File: src/rtl/vreg_attr_pkg.sv
package vreg_attr_pkg;

  parameter int TAG_W = 5;
  parameter int LEN_W = 8;
  parameter int WC_W  = 2;

  // element width code; numeric values are part of the interface
  typedef enum logic [WC_W-1:0] {
    WC_8  = 2'd0,
    WC_16 = 2'd1,
    WC_32 = 2'd2,
    WC_64 = 2'd3
  } wcode_e;

  typedef struct packed {
    logic             vld;
    logic [TAG_W-1:0] tag;
    wcode_e           wc;
    logic [LEN_W-1:0] len;
  } attr_ent_t;

  localparam logic [LEN_W-1:0] SCALAR_LEN = LEN_W'(1);

endpackage

File: src/rtl/vreg_attr_store.sv
module vreg_attr_store
  import vreg_attr_pkg::*;
#(
  parameter int NUM_ENT = 2,
  parameter int IDX_W   = 1
) (
  input  logic                      clk,
  input  logic                      rst_n,
  input  logic                      wr_en,
  input  logic [IDX_W-1:0]          wr_idx,
  input  attr_ent_t                 wr_ent,
  output attr_ent_t [NUM_ENT-1:0]   ent_q
);

  for (genvar e = 0; e < NUM_ENT; e++) begin : g_ent
    logic sel;
    assign sel = wr_en && (wr_idx == IDX_W'(e));

    always_ff @(posedge clk or negedge rst_n) begin
      if (!rst_n) begin
        ent_q[e] <= '0;
      end else if (sel) begin
        ent_q[e] <= wr_ent;
      end
    end

    // an entry not addressed by an enabled write keeps its value
    p_hold_unaddressed_r7: assert property (@(posedge clk) disable iff (!rst_n)
      !(wr_en && wr_idx == IDX_W'(e)) |=> $stable(ent_q[e]));
  end

  // the addressed entry holds the written fields after the edge
  p_write_lands_r6: assert property (@(posedge clk) disable iff (!rst_n)
    wr_en |=> ent_q[$past(wr_idx)] == $past(wr_ent));

endmodule

File: src/rtl/vreg_attr_match.sv
module vreg_attr_match
  import vreg_attr_pkg::*;
#(
  parameter int NUM_ENT = 2
) (
  input  attr_ent_t [NUM_ENT-1:0] ent_q,
  input  logic [TAG_W-1:0]        q_tag,
  output logic [NUM_ENT-1:0]      hit_vec
);

  for (genvar e = 0; e < NUM_ENT; e++) begin : g_cmp
    assign hit_vec[e] = ent_q[e].vld && (ent_q[e].tag == q_tag);
  end

endmodule

File: src/rtl/vreg_attr_select.sv
module vreg_attr_select
  import vreg_attr_pkg::*;
#(
  parameter int NUM_ENT = 2,
  parameter int IDX_W   = 1
) (
  input  attr_ent_t [NUM_ENT-1:0] ent_q,
  input  logic [NUM_ENT-1:0]      hit_vec,
  input  wcode_e                  dflt_wc,
  output wcode_e                  sel_wc,
  output logic [LEN_W-1:0]        sel_len,
  output logic                    sel_hit,
  output logic [IDX_W-1:0]        sel_idx
);

  // lowest index wins: scan from the top down so the last assignment
  // is the lowest matching entry
  always_comb begin
    sel_hit = 1'b0;
    sel_idx = '0;
    sel_wc  = dflt_wc;
    sel_len = SCALAR_LEN;
    for (int e = NUM_ENT - 1; e >= 0; e--) begin
      if (hit_vec[e]) begin
        sel_hit = 1'b1;
        sel_idx = IDX_W'(e);
        sel_wc  = ent_q[e].wc;
        sel_len = ent_q[e].len;
      end
    end
  end

endmodule

File: src/rtl/vreg_attr_lookup.sv
module vreg_attr_lookup
  import vreg_attr_pkg::*;
#(
  parameter int NUM_ENT = 2,
  localparam int IDX_W  = (NUM_ENT > 1) ? $clog2(NUM_ENT) : 1
) (
  input  logic             clk,
  input  logic             rst_n,
  input  logic             wr_en,
  input  logic [IDX_W-1:0] wr_idx,
  input  logic [TAG_W-1:0] wr_tag,
  input  logic [WC_W-1:0]  wr_wcode,
  input  logic [LEN_W-1:0] wr_len,
  input  logic             wr_valid,
  input  logic [TAG_W-1:0] q_reg,
  input  logic [WC_W-1:0]  q_dflt_wcode,
  output logic [WC_W-1:0]  q_wcode,
  output logic [LEN_W-1:0] q_len,
  output logic             q_hit,
  output logic [IDX_W-1:0] q_idx
);

  attr_ent_t                 wr_ent;
  attr_ent_t [NUM_ENT-1:0]   ent_q;
  logic      [NUM_ENT-1:0]   hit_vec;
  wcode_e                    sel_wc;

  always_comb begin
    wr_ent.vld = wr_valid;
    wr_ent.tag = wr_tag;
    wr_ent.wc  = wcode_e'(wr_wcode);
    wr_ent.len = wr_len;
  end

  vreg_attr_store #(.NUM_ENT(NUM_ENT), .IDX_W(IDX_W)) store_i (
    .clk    (clk),
    .rst_n  (rst_n),
    .wr_en  (wr_en),
    .wr_idx (wr_idx),
    .wr_ent (wr_ent),
    .ent_q  (ent_q)
  );

  vreg_attr_match #(.NUM_ENT(NUM_ENT)) match_i (
    .ent_q   (ent_q),
    .q_tag   (q_reg),
    .hit_vec (hit_vec)
  );

  vreg_attr_select #(.NUM_ENT(NUM_ENT), .IDX_W(IDX_W)) select_i (
    .ent_q   (ent_q),
    .hit_vec (hit_vec),
    .dflt_wc (wcode_e'(q_dflt_wcode)),
    .sel_wc  (sel_wc),
    .sel_len (q_len),
    .sel_hit (q_hit),
    .sel_idx (q_idx)
  );

  assign q_wcode = WC_W'(sel_wc);

  // a reported hit names a valid entry tagged with the query, and
  // the attributes come from that same entry
  p_hit_from_entry_r3: assert property (@(posedge clk) disable iff (!rst_n)
    q_hit |-> (ent_q[q_idx].vld && ent_q[q_idx].tag == q_reg &&
               q_len == ent_q[q_idx].len && q_wcode == WC_W'(ent_q[q_idx].wc)));

  // a miss returns the scalar length and the caller's default width
  p_miss_scalar_r2: assert property (@(posedge clk) disable iff (!rst_n)
    !q_hit |-> (q_len == SCALAR_LEN && q_wcode == q_dflt_wcode && q_idx == '0));

  // entry 0 matching always wins
  p_low_first_r4: assert property (@(posedge clk) disable iff (!rst_n)
    hit_vec[0] |-> (q_hit && q_idx == '0));

  // an invalid entry never contributes a match
  for (genvar e = 0; e < NUM_ENT; e++) begin : g_chk
    p_invalid_silent_r5: assert property (@(posedge clk) disable iff (!rst_n)
      !ent_q[e].vld |-> !hit_vec[e]);
  end

  // the first cycle after reset release reports a miss
  p_reset_miss_r1: assert property (@(posedge clk) disable iff (!rst_n)
    $rose(rst_n) |-> !q_hit);

endmodule

File: config.mk
export PLATFORM = sky130hd
export DESIGN_NAME = vreg_attr_lookup
export DESIGN_NICKNAME = d
export VERILOG_FILES = /design/src/rtl/vreg_attr_pkg.sv /design/src/rtl/vreg_attr_store.sv /design/src/rtl/vreg_attr_match.sv /design/src/rtl/vreg_attr_select.sv /design/src/rtl/vreg_attr_lookup.sv
export SDC_FILE = /design/constraint.sdc
export NUM_CORES = 1
export LEC_CHECK = 0
export BUFFER_PORTS_ARGS = -buffer_cell sky130_fd_sc_hd__buf_2
export CAP_MARGIN = 40
export CELL_PAD_IN_SITES_DETAIL_PLACEMENT = 0
export CELL_PAD_IN_SITES_GLOBAL_PLACEMENT = 1
export CORE_ASPECT_RATIO = 2
export CORE_MARGIN = 4
export CORE_UTILIZATION = 41
export DETAILED_ROUTE_END_ITERATION = 16
export PLACE_DENSITY = 0.85
export SYNTH_ARGS = -nofsm -noshare
export SYNTH_HDL_FRONTEND = slang
export SYNTH_SLANG_ARGS = --single-unit
File: constraint.sdc
create_clock -name clk -period 1.9 [get_ports clk]
set_input_delay 0.285 -clock clk [delete_from_list [all_inputs] [get_ports clk]]
set_output_delay 0.285 -clock clk [all_outputs]
set_load 0.02 [all_outputs]
==> results of run 1 <==
area by class of cell:
class                      instances  area [µm²]
fill                             330        1690
sequential                        32         801
multi-input combinational         80         774
timing repair buffer              42         230
clock buffer                       8        90.1
tap                               49        61.3
power by group through the flow:
stage	logic, µW	clock network, µW	registers, µW
6_report	346	520	844
4_1_cts	327	538	840
3_3_place_gp	304	0	843
2_1_floorplan	215	0	833
3_5_place_dp	316	0	851
5_1_grt	378	563	855
repair_timing:
item,4_1_cts,5_1_grt
buffers inserted,0,0
pin swaps,1,7
setup endpoints to repair,12,12
endpoints found under the hold margin,0,0
resized for setup,7,10
cloned,0,1
per-layer routing:
metal / vias up / GRT usage (%) / wire [µm]
li1: 503 / - / -
met1: 505 / 13.7 / 1110
met2: 34 / 25.9 / 1760
met3: 9 / 3.63 / 195
met4: 0 / 7.22 / 89
met5: - / 0 / 0
path summary, 6_finish.rpt:
check	from	cells past startpoint	slack, ns	end
setup / recovery	store_i.ent_q[14]$_DFFE_PN0P_	5	-0.19	q_len[2]
min in group clk	wr_tag[0]	2	0.25	store_i.ent_q[10]$_DFFE_PN0P_
setup reg to reg	store_i.ent_q[11]$_DFFE_PN0P_	1	1.10	store_i.ent_q[11]$_DFFE_PN0P_
max in group asynchronous	rst_n	1	1.41	store_i.ent_q[4]$_DFFE_PN0P_
hold reg to reg	store_i.ent_q[22]$_DFFE_PN0P_	1	0.50	store_i.ent_q[22]$_DFFE_PN0P_
hold / removal	rst_n	1	0.05	store_i.ent_q[8]$_DFFE_PN0P_
metrics by stage:
stage               power (µW)  std cells  cell area, µm²  setup TNS [ns]  worst slack [ns]
floorplan                 1050        117            1550               0             0.170
global route              1800        211            1960           -1.90            -0.232
global placement          1150        202            1800               0            0.0425
finish                    1710        211            1960           -1.40            -0.188
CTS                       1700        210            1910           -1.62            -0.210
detailed placement        1170        202            1800               0            0.0228
synth_stat cells, drive strengths merged:
master,instances,area (µm²)
nand3,2,10.0
nand4,2,12.5
a21oi,1,5.00
mux2,39,458
and4,1,8.76
o21ai,2,10.0
nor3,4,20.0
and2,1,6.26
or2,1,8.76
nor2b,2,12.5
a31oi,2,12.5
and3,7,43.8
dfrtp,32,801
xnor2,10,87.6
buf,4,25.0
clkbuf,2,7.51
nand2,5,18.8
critical path, stage by stage (launching register included):
cell and delay (ns):
dfrtp_1 0.39, xnor2_1 0.17, nand4_1 0.15, or2_4 0.34
mux2_4 0.31, buf_2 0.16
logic make-up after synthesis:
group           after synthesis  synth area share, %
simple gates                 25                 9.14
xor+xnor                     10                 5.66
flops                        32                 51.7
compound gates                5                 1.78
buf+inv                       6                 2.10
mux                          39                 29.6
==> results.sh, run 1 <==
export IMPL_seq_power_share_pct=49.3
export IMPL_start_util_pct=42.5
export IMPL_largest_reg_flops=32
export IMPL_ys_types=20
export IMPL_hpwl_mm=2.36
export IMPL_syn_avg_cell_area_um2=13.2
export IMPL_peakVddDrop_v=0.000669
export IMPL_switching_share_pct=25.9
export IMPL_dieWidth_um=51.4
export IMPL_internal_power_uw=1270
export IMPL_avgRoutedWirePerCell_um=14.9
export IMPL_arrival_ns=1.80
export IMPL_first_global_vias=1179
export IMPL_p_clk_share_pct=30.4
export IMPL_cp_max_fo=12
export IMPL_drc=0
export IMPL_period_needed_ns=2.09
export IMPL_grt_overflow=0
export IMPL_worst_slew_pin_slew_ns=0.691
export IMPL_netlist_area_um2=1550
export IMPL_skew_ns=0
export IMPL_core_area_um2=3650
export IMPL_die_area_um2=4880
export IMPL_cts_buffer_depth=2
export IMPL_die_y_um=94.9
export IMPL_ioPinCount=39
export IMPL_largest_register="store_i.ent_q"
export IMPL_worstSetupEndpointType="primary output"
export IMPL_rows=31
export IMPL_cp_required_ns=1.62
export IMPL_antenna_found_initial=0
export IMPL_powerDensity_nw_per_um2=874
export IMPL_cts_max_level=2
export IMPL_setup_viol=11
export IMPL_rsz0062_at_grt="yes"
export IMPL_grt_pass1_wl_mm=5.05
export IMPL_drive_gt1_share_pct=60.5
export IMPL_status="finished, violations left"
export IMPL_first_iter_violations=25
export IMPL_drv_slew=0
export IMPL_clock_latency_ns=0.27
export IMPL_viasPerCell=4.98
export IMPL_cts_tree="built"
export IMPL_totalWireLength_mm=3.15
export IMPL_antenna_cells=0
export IMPL_start_kind="flip-flop"
export IMPL_drt_first_pass_iters=2
export IMPL_relSlewSlack_pct=53.9
export IMPL_globalplace_congestion=0.736
export IMPL_cts_hold_buffers_added=0
export IMPL_min_period_over_period_pct=110
export IMPL_port_buffers=38
export IMPL_clock_sinks=32
export IMPL_layout_setup_ws_ns=-0.188
export IMPL_ant_nets=0
export IMPL_p_comb_share_pct=20.2
export IMPL_hold_path_class="primary input to async pin"
export IMPL_post_route_util_pct=53.7
export IMPL_cts_root_buf="clkbuf_8"
export IMPL_final_cell_mix="mux2_2 (34), buf_2 (34), dfrtp_1 (32)"
export IMPL_leakage_uw=0.000919
export IMPL_cts_buffers=5
export IMPL_clkSlewWorstSetupHoldPaths_ns=0.06
export IMPL_ys_warn_count=0
export IMPL_syn_num_nets=144
export IMPL_finalHoldViolCount=0
export IMPL_dr_total_vias=1051
export IMPL_p_sw_uw=443
export IMPL_top_regs="store_i.ent_q (32)"
export IMPL_worstSetupPathType="flip-flop to primary output"
export IMPL_violations="setup timing"
export IMPL_synth_ff_latch_count=32
export IMPL_netlist_instances=117
export IMPL_fmax_mhz=479
export IMPL_cap_violations=0
export IMPL_syn2layout_area_growth_pct=26.4
export IMPL_grt_usage_pct=14.0
export IMPL_final_net_count=188
export IMPL_whs_ns=0.0479
export IMPL_grt_start_max_net_pins=33
export IMPL_yosysSeqAreaShare_pct=51.7
Note: power is estimated with default switching activity, not from simulation.
==> inputs of run 2 (changes only) <==
Settings changed: CORE_UTILIZATION 41 to 44, PLACE_DENSITY 0.85 to 0.9.
Clock period 1.9 ns to 2.6 ns, I/O delays scaled along.
==> run 2 against run 1 <==
Effect of this change: the run now ends clean; final area fell by 4.0%; clock-buffer cell count fell by 1; via count fell by 1.1%; clock power fell by 1%; worst setup slack improved by 0.48 ns; sequential cell count did not move; final cell count fell by 10%; first-iteration DRC count fell by 48%; non-clock buffer count fell by 3; wire length rose by 2.2%; critical path depth did not move; critical endpoint is now q_len[6]; highest routed layer unchanged.
==> results.sh, run 2 (synthesis gave the netlist of run 1 again) <==
export IMPL_status="finished, final reports clean"
export IMPL_top_regs="store_i.ent_q (32)"
export IMPL_grt_start_max_net_pins=33
export IMPL_critical_path_max_stage_delay_ns=0.39
export IMPL_finalPower_uw=1350
export IMPL_finalHoldViolCount=0
export IMPL_ant_nets=0
export IMPL_largest_register="store_i.ent_q"
export IMPL_cts_hold_buffers_added=0
export IMPL_clock_sinks=32
export IMPL_rows=30
export IMPL_cts_buffers=5
export IMPL_finalNonFillerCells=190
export IMPL_clock_latency_ns=0.28
export IMPL_cp_required_ns=2.21
export IMPL_grt_usage_pct=15.7
export IMPL_ioPinCount=39
export IMPL_first_global_vias=1187
export IMPL_cts_max_level=2
export IMPL_cts_setup_buffers=0
export IMPL_avgRoutedWirePerCell_um=17.0
export IMPL_cts_root_buf="clkbuf_8"
export IMPL_viasPerCell=5.47
export IMPL_syn2layout_area_growth_pct=21.4
export IMPL_worstSetupEndpointType="primary output"
export IMPL_peakVddDrop_v=0.000650
export IMPL_regArea_um2=801
export IMPL_period_needed_ns=2.31
export IMPL_cts_buffer_depth=2
export IMPL_dp_cells=182
export IMPL_drive_gt1_share_pct=55.1
export IMPL_drt_first_pass_iters=4
export IMPL_leakage_uw=0.000893
export IMPL_rsz0062_at_grt="no"
export IMPL_first_iter_violations=13
export IMPL_largest_reg_flops=32
export IMPL_layout_commonest_cell="buf_2"
export IMPL_final_cell_mix="buf_2 (38), mux2_2 (34), dfrtp_1 (32)"
export IMPL_rr_endpoint="store_i.ent_q[27]$_DFFE_PN0P_"
export IMPL_clkSlewWorstSetupHoldPaths_ns=0.07
export IMPL_dieWidth_um=49.9
export IMPL_antenna_cells=0
export IMPL_multi_input_area_um2=714
export IMPL_setup_viol=0
export IMPL_dr_total_vias=1039
export IMPL_fill_cells=307
export IMPL_r2r_start="store_i.ent_q[27]$_DFFE_PN0P_"
export IMPL_totalWireLength_mm=3.22
export IMPL_antenna_found_initial=0
export IMPL_port_buffers=38
export IMPL_drc=0
export IMPL_setup_tns_ns=0
export IMPL_arrival_ns=1.92
export IMPL_hpwl_mm=2.47
export IMPL_start_kind="flip-flop"
export IMPL_cts_resized=0
export IMPL_cap_violations=0
export IMPL_cp_startpoint="store_i.ent_q[12]$_DFFE_PN0P_"
export IMPL_grt_use_met1_pct=14.3
export IMPL_r2r_cells=1
export IMPL_min_period_over_period_pct=88.7
export IMPL_worst_slew_pin_slew_ns=0.745
export IMPL_core_area_um2=3380
export IMPL_final_net_count=184
export IMPL_critical_path_cell_chain="xnor2_1 -> nand4_1 -> or2_4 -> mux2_4 -> buf_2"
export IMPL_die_y_um=91.9
export IMPL_powerDensity_nw_per_um2=719
export IMPL_globalplace_congestion=0.732
export IMPL_start_util_pct=45.8
export IMPL_grt_pass1_wl_mm=5.29
export IMPL_cts_tree="built"
export IMPL_relSlewSlack_pct=50.2
export IMPL_drv_slew=0
export IMPL_die_area_um2=4590
export IMPL_grtUsageMet2_pct=29.4
export IMPL_hold_path_class="primary input to async pin"
export IMPL_worstSetupPathType="flip-flop to primary output"
export IMPL_slowest_stage="dfrtp_1"
export IMPL_fmax_mhz=433
export IMPL_cp_max_fo=12
export IMPL_reg2reg_slack_ns=1.81
export IMPL_met3_usage_pct=3.90
export IMPL_grt_overflow=0
export IMPL_skew_ns=0
export IMPL_grt_busiest_layer="met2"
[run 2: changes by cell type in the layout (fill, tap and decap cells not counted), sizes merged]
cell / previous run / this run
buf: 42 / 39
and4: 2 / 1
bufinv: 0 / 1
clkbuf: 8 / 7
[run 2: critical path, delay by kind of cell, from the launching register on]
kind                   cells  cell delay (ns)
XOR/XNOR                   1             0.20
buffers and inverters      1             0.16
flip-flops                 1             0.39
multiplexers               1             0.32
AND/OR/NAND/NOR            2             0.57
[run 2: worst max path at each step]
| stage | end | depth (start not counted) |
|---|---|---|
| floorplan | q_wcode[0] | 5 |
| global placement | q_len[6] | 6 |
| detailed placement | q_len[6] | 6 |
| CTS | q_len[6] | 5 |
| global route | q_len[6] | 5 |
| finish | q_len[6] | 5 |
[run 2: where the power goes]
group	internal, µW	switching (µW)
Sequential	572	42.6
Combinational	118	103
Clock	338	178
[run 2: routing by layer]
metal / vias to the layer above / share of wire, %
met5: - / 0
met3: 10 / 4.8
met2: 33 / 57
met4: 0 / 3.8
li1: 492 / -
met1: 504 / 34
[run 2: area by class of cell]
type	count	share of cell area (%)
clock buffer	7	5.13
clock inverter	1	1.60
multi-input combinational	79	38.0
sequential	32	42.6
tap	32	2.13
timing repair buffer	39	10.5
[run 2: stage by stage]
stage	setup slack, ns	area (µm²)	hold WS, ns	util [%]
6_report	0.293	1880	0.156	55.6
5_1_grt	0.205	1880	0.197	55.6
4_1_cts	0.271	1880	0.171	55.6
3_5_place_dp	0.436	1750	0.479	51.9
3_3_place_gp	0.478	1750	0.451	51.9
2_1_floorplan	0.735	1550	0.0944	-
==> inputs of run 3 (changes only) <==
Settings changed: MAX_ROUTING_LAYER from default to met4.
==> run 3 against run 2 <==
Effect of this change: global-route usage is 0.46 points higher; wire length is 0.43% higher; final cell count stayed put; non-clock buffer count stayed put; highest routed layer unchanged.
==> results.sh, run 3 (synthesis gave the netlist of run 1 again) <==
export IMPL_status="finished, final reports clean"
export IMPL_dieWidth_um=49.9
export IMPL_dr_total_vias=1036
export IMPL_period_needed_ns=2.33
export IMPL_drc=0
export IMPL_viasPerCell=5.45
export IMPL_final_cell_mix="buf_2 (38), mux2_2 (34), dfrtp_1 (32)"
export IMPL_hpwl_mm=2.47
export IMPL_port_buffers=38
export IMPL_top_regs="store_i.ent_q (32)"
export IMPL_globalplace_congestion=0.741
export IMPL_ant_nets=0
export IMPL_antenna_cells=0
export IMPL_critical_path_cell_chain="xnor2_1 -> nand4_1 -> or2_4 -> mux2_4 -> buf_2"
export IMPL_worst_slew_pin_slew_ns=0.745
export IMPL_finalNonFillerCells=190
export IMPL_start_kind="flip-flop"
export IMPL_grt_start_max_net_pins=33
export IMPL_critical_path_max_stage_delay_ns=0.39
export IMPL_worstSetupEndpointType="primary output"
export IMPL_arrival_ns=1.94
export IMPL_cp_max_fo=12
export IMPL_cts_setup_buffers=0
export IMPL_start_util_pct=45.8
export IMPL_grt_overflow=0
export IMPL_first_iter_violations=13
export IMPL_reg2reg_slack_ns=1.81
export IMPL_peakVddDrop_v=0.000650
export IMPL_rows=30
export IMPL_cts_tree="built"
export IMPL_cts_root_buf="clkbuf_8"
export IMPL_ioPinCount=39
export IMPL_finalHoldViolCount=0
export IMPL_rsz0062_at_grt="no"
export IMPL_totalWireLength_mm=3.24
export IMPL_cts_buffers=5
export IMPL_dp_cells=182
export IMPL_slowest_stage="dfrtp_1"
export IMPL_leakage_uw=0.000893
export IMPL_worstSetupPathType="flip-flop to primary output"
export IMPL_setup_tns_ns=0
export IMPL_core_area_um2=3380
export IMPL_layout_commonest_cell="buf_2"
export IMPL_min_period_over_period_pct=89.6
export IMPL_cap_violations=0
export IMPL_rr_endpoint="store_i.ent_q[27]$_DFFE_PN0P_"
export IMPL_first_global_vias=1190
export IMPL_die_area_um2=4590
export IMPL_setup_viol=0
export IMPL_clkSlewWorstSetupHoldPaths_ns=0.07
export IMPL_cts_hold_buffers_added=0
export IMPL_relSlewSlack_pct=50.2
export IMPL_cts_max_level=2
export IMPL_r2r_cells=1
export IMPL_grt_pass1_wl_mm=5.29
export IMPL_fmax_mhz=429
export IMPL_drt_first_pass_iters=2
export IMPL_cts_resized=0
export IMPL_largest_register="store_i.ent_q"
export IMPL_clock_sinks=32
export IMPL_final_net_count=184
export IMPL_drv_slew=0
export IMPL_r2r_start="store_i.ent_q[27]$_DFFE_PN0P_"
export IMPL_skew_ns=0
export IMPL_clock_latency_ns=0.28
export IMPL_hold_path_class="primary input to async pin"
export IMPL_cp_required_ns=2.21
export IMPL_avgRoutedWirePerCell_um=17.0
export IMPL_syn2layout_area_growth_pct=21.4
export IMPL_grt_usage_pct=16.2
export IMPL_drive_gt1_share_pct=55.1
export IMPL_largest_reg_flops=32
export IMPL_powerDensity_nw_per_um2=719
export IMPL_cts_buffer_depth=2
export IMPL_die_y_um=91.9
export IMPL_fill_cells=307
export IMPL_antenna_found_initial=0
==> run 3: cell counts in the layout (fill, tap and decap cells not counted) <==
No cell type changed its count.
==> run 3: metrics by stage <==
stage,util (%),area [µm²],power (µW),setup WS [ns],hold slack [ns]
after floorplan,-,1550,766,0.735,0.0944
after global placement,51.9,1750,833,0.478,0.451
after detailed placement,51.9,1750,850,0.436,0.479
after CTS,55.6,1880,1370,0.271,0.171
after global routing,55.6,1880,1420,0.205,0.199
final,55.6,1880,1350,0.269,0.157
==> run 3: power by group <==
part | internal (µW) | leakage [µW] | switching, µW | total [µW]
Combinational | 118 | 0.000453 | 104 | 221
Clock | 338 | 0.0000645 | 177 | 515
Sequential | 572 | 0.000376 | 42.8 | 615
Total | 1030 | 0.000893 | 324 | 1350
==> run 3: cell type report <==
| type | count | area, µm² | area share (%) |
|---|---|---|---|
| clock buffers | 7 | 96.3 | 5.13 |
| repair buffers | 39 | 198 | 10.5 |
| clock inverters | 1 | 30.0 | 1.60 |
| multi-input cells | 79 | 714 | 38.0 |
| flip-flops and latches | 32 | 801 | 42.6 |
| well taps | 32 | 40.0 | 2.13 |
==> run 3: worst max path at each step <==
stage / startpoint / endpoint
4_1_cts: store_i.ent_q[12]$_DFFE_PN0P_ / q_len[6]
2_1_floorplan: q_reg[0] / q_wcode[0]
5_1_grt: store_i.ent_q[12]$_DFFE_PN0P_ / q_len[6]
6_report: store_i.ent_q[12]$_DFFE_PN0P_ / q_len[6]
3_5_place_dp: q_reg[2] / q_len[6]
3_3_place_gp: q_reg[2] / q_len[6]
==> run 3: critical path, delay by kind of cell, from the launching register on <==
kind	cells	cell delay, ns
muxes	1	0.32
and+or+nand+nor	2	0.57
DFF	1	0.39
buffers and inverters	1	0.16
xor gates and xnor gates	1	0.21
==> run 3: per-layer routing <==
| layer | track usage (%) | vias up | routed length (µm) |
|---|---|---|---|
| li1 | - | 492 | - |
| met5 | - | - | 0 |
| met2 | 29.4 | 31 | 1860 |
| met4 | 9.93 | 0 | 95 |
| met3 | 3.41 | 8 | 133 |
| met1 | 14.7 | 505 | 1150 |
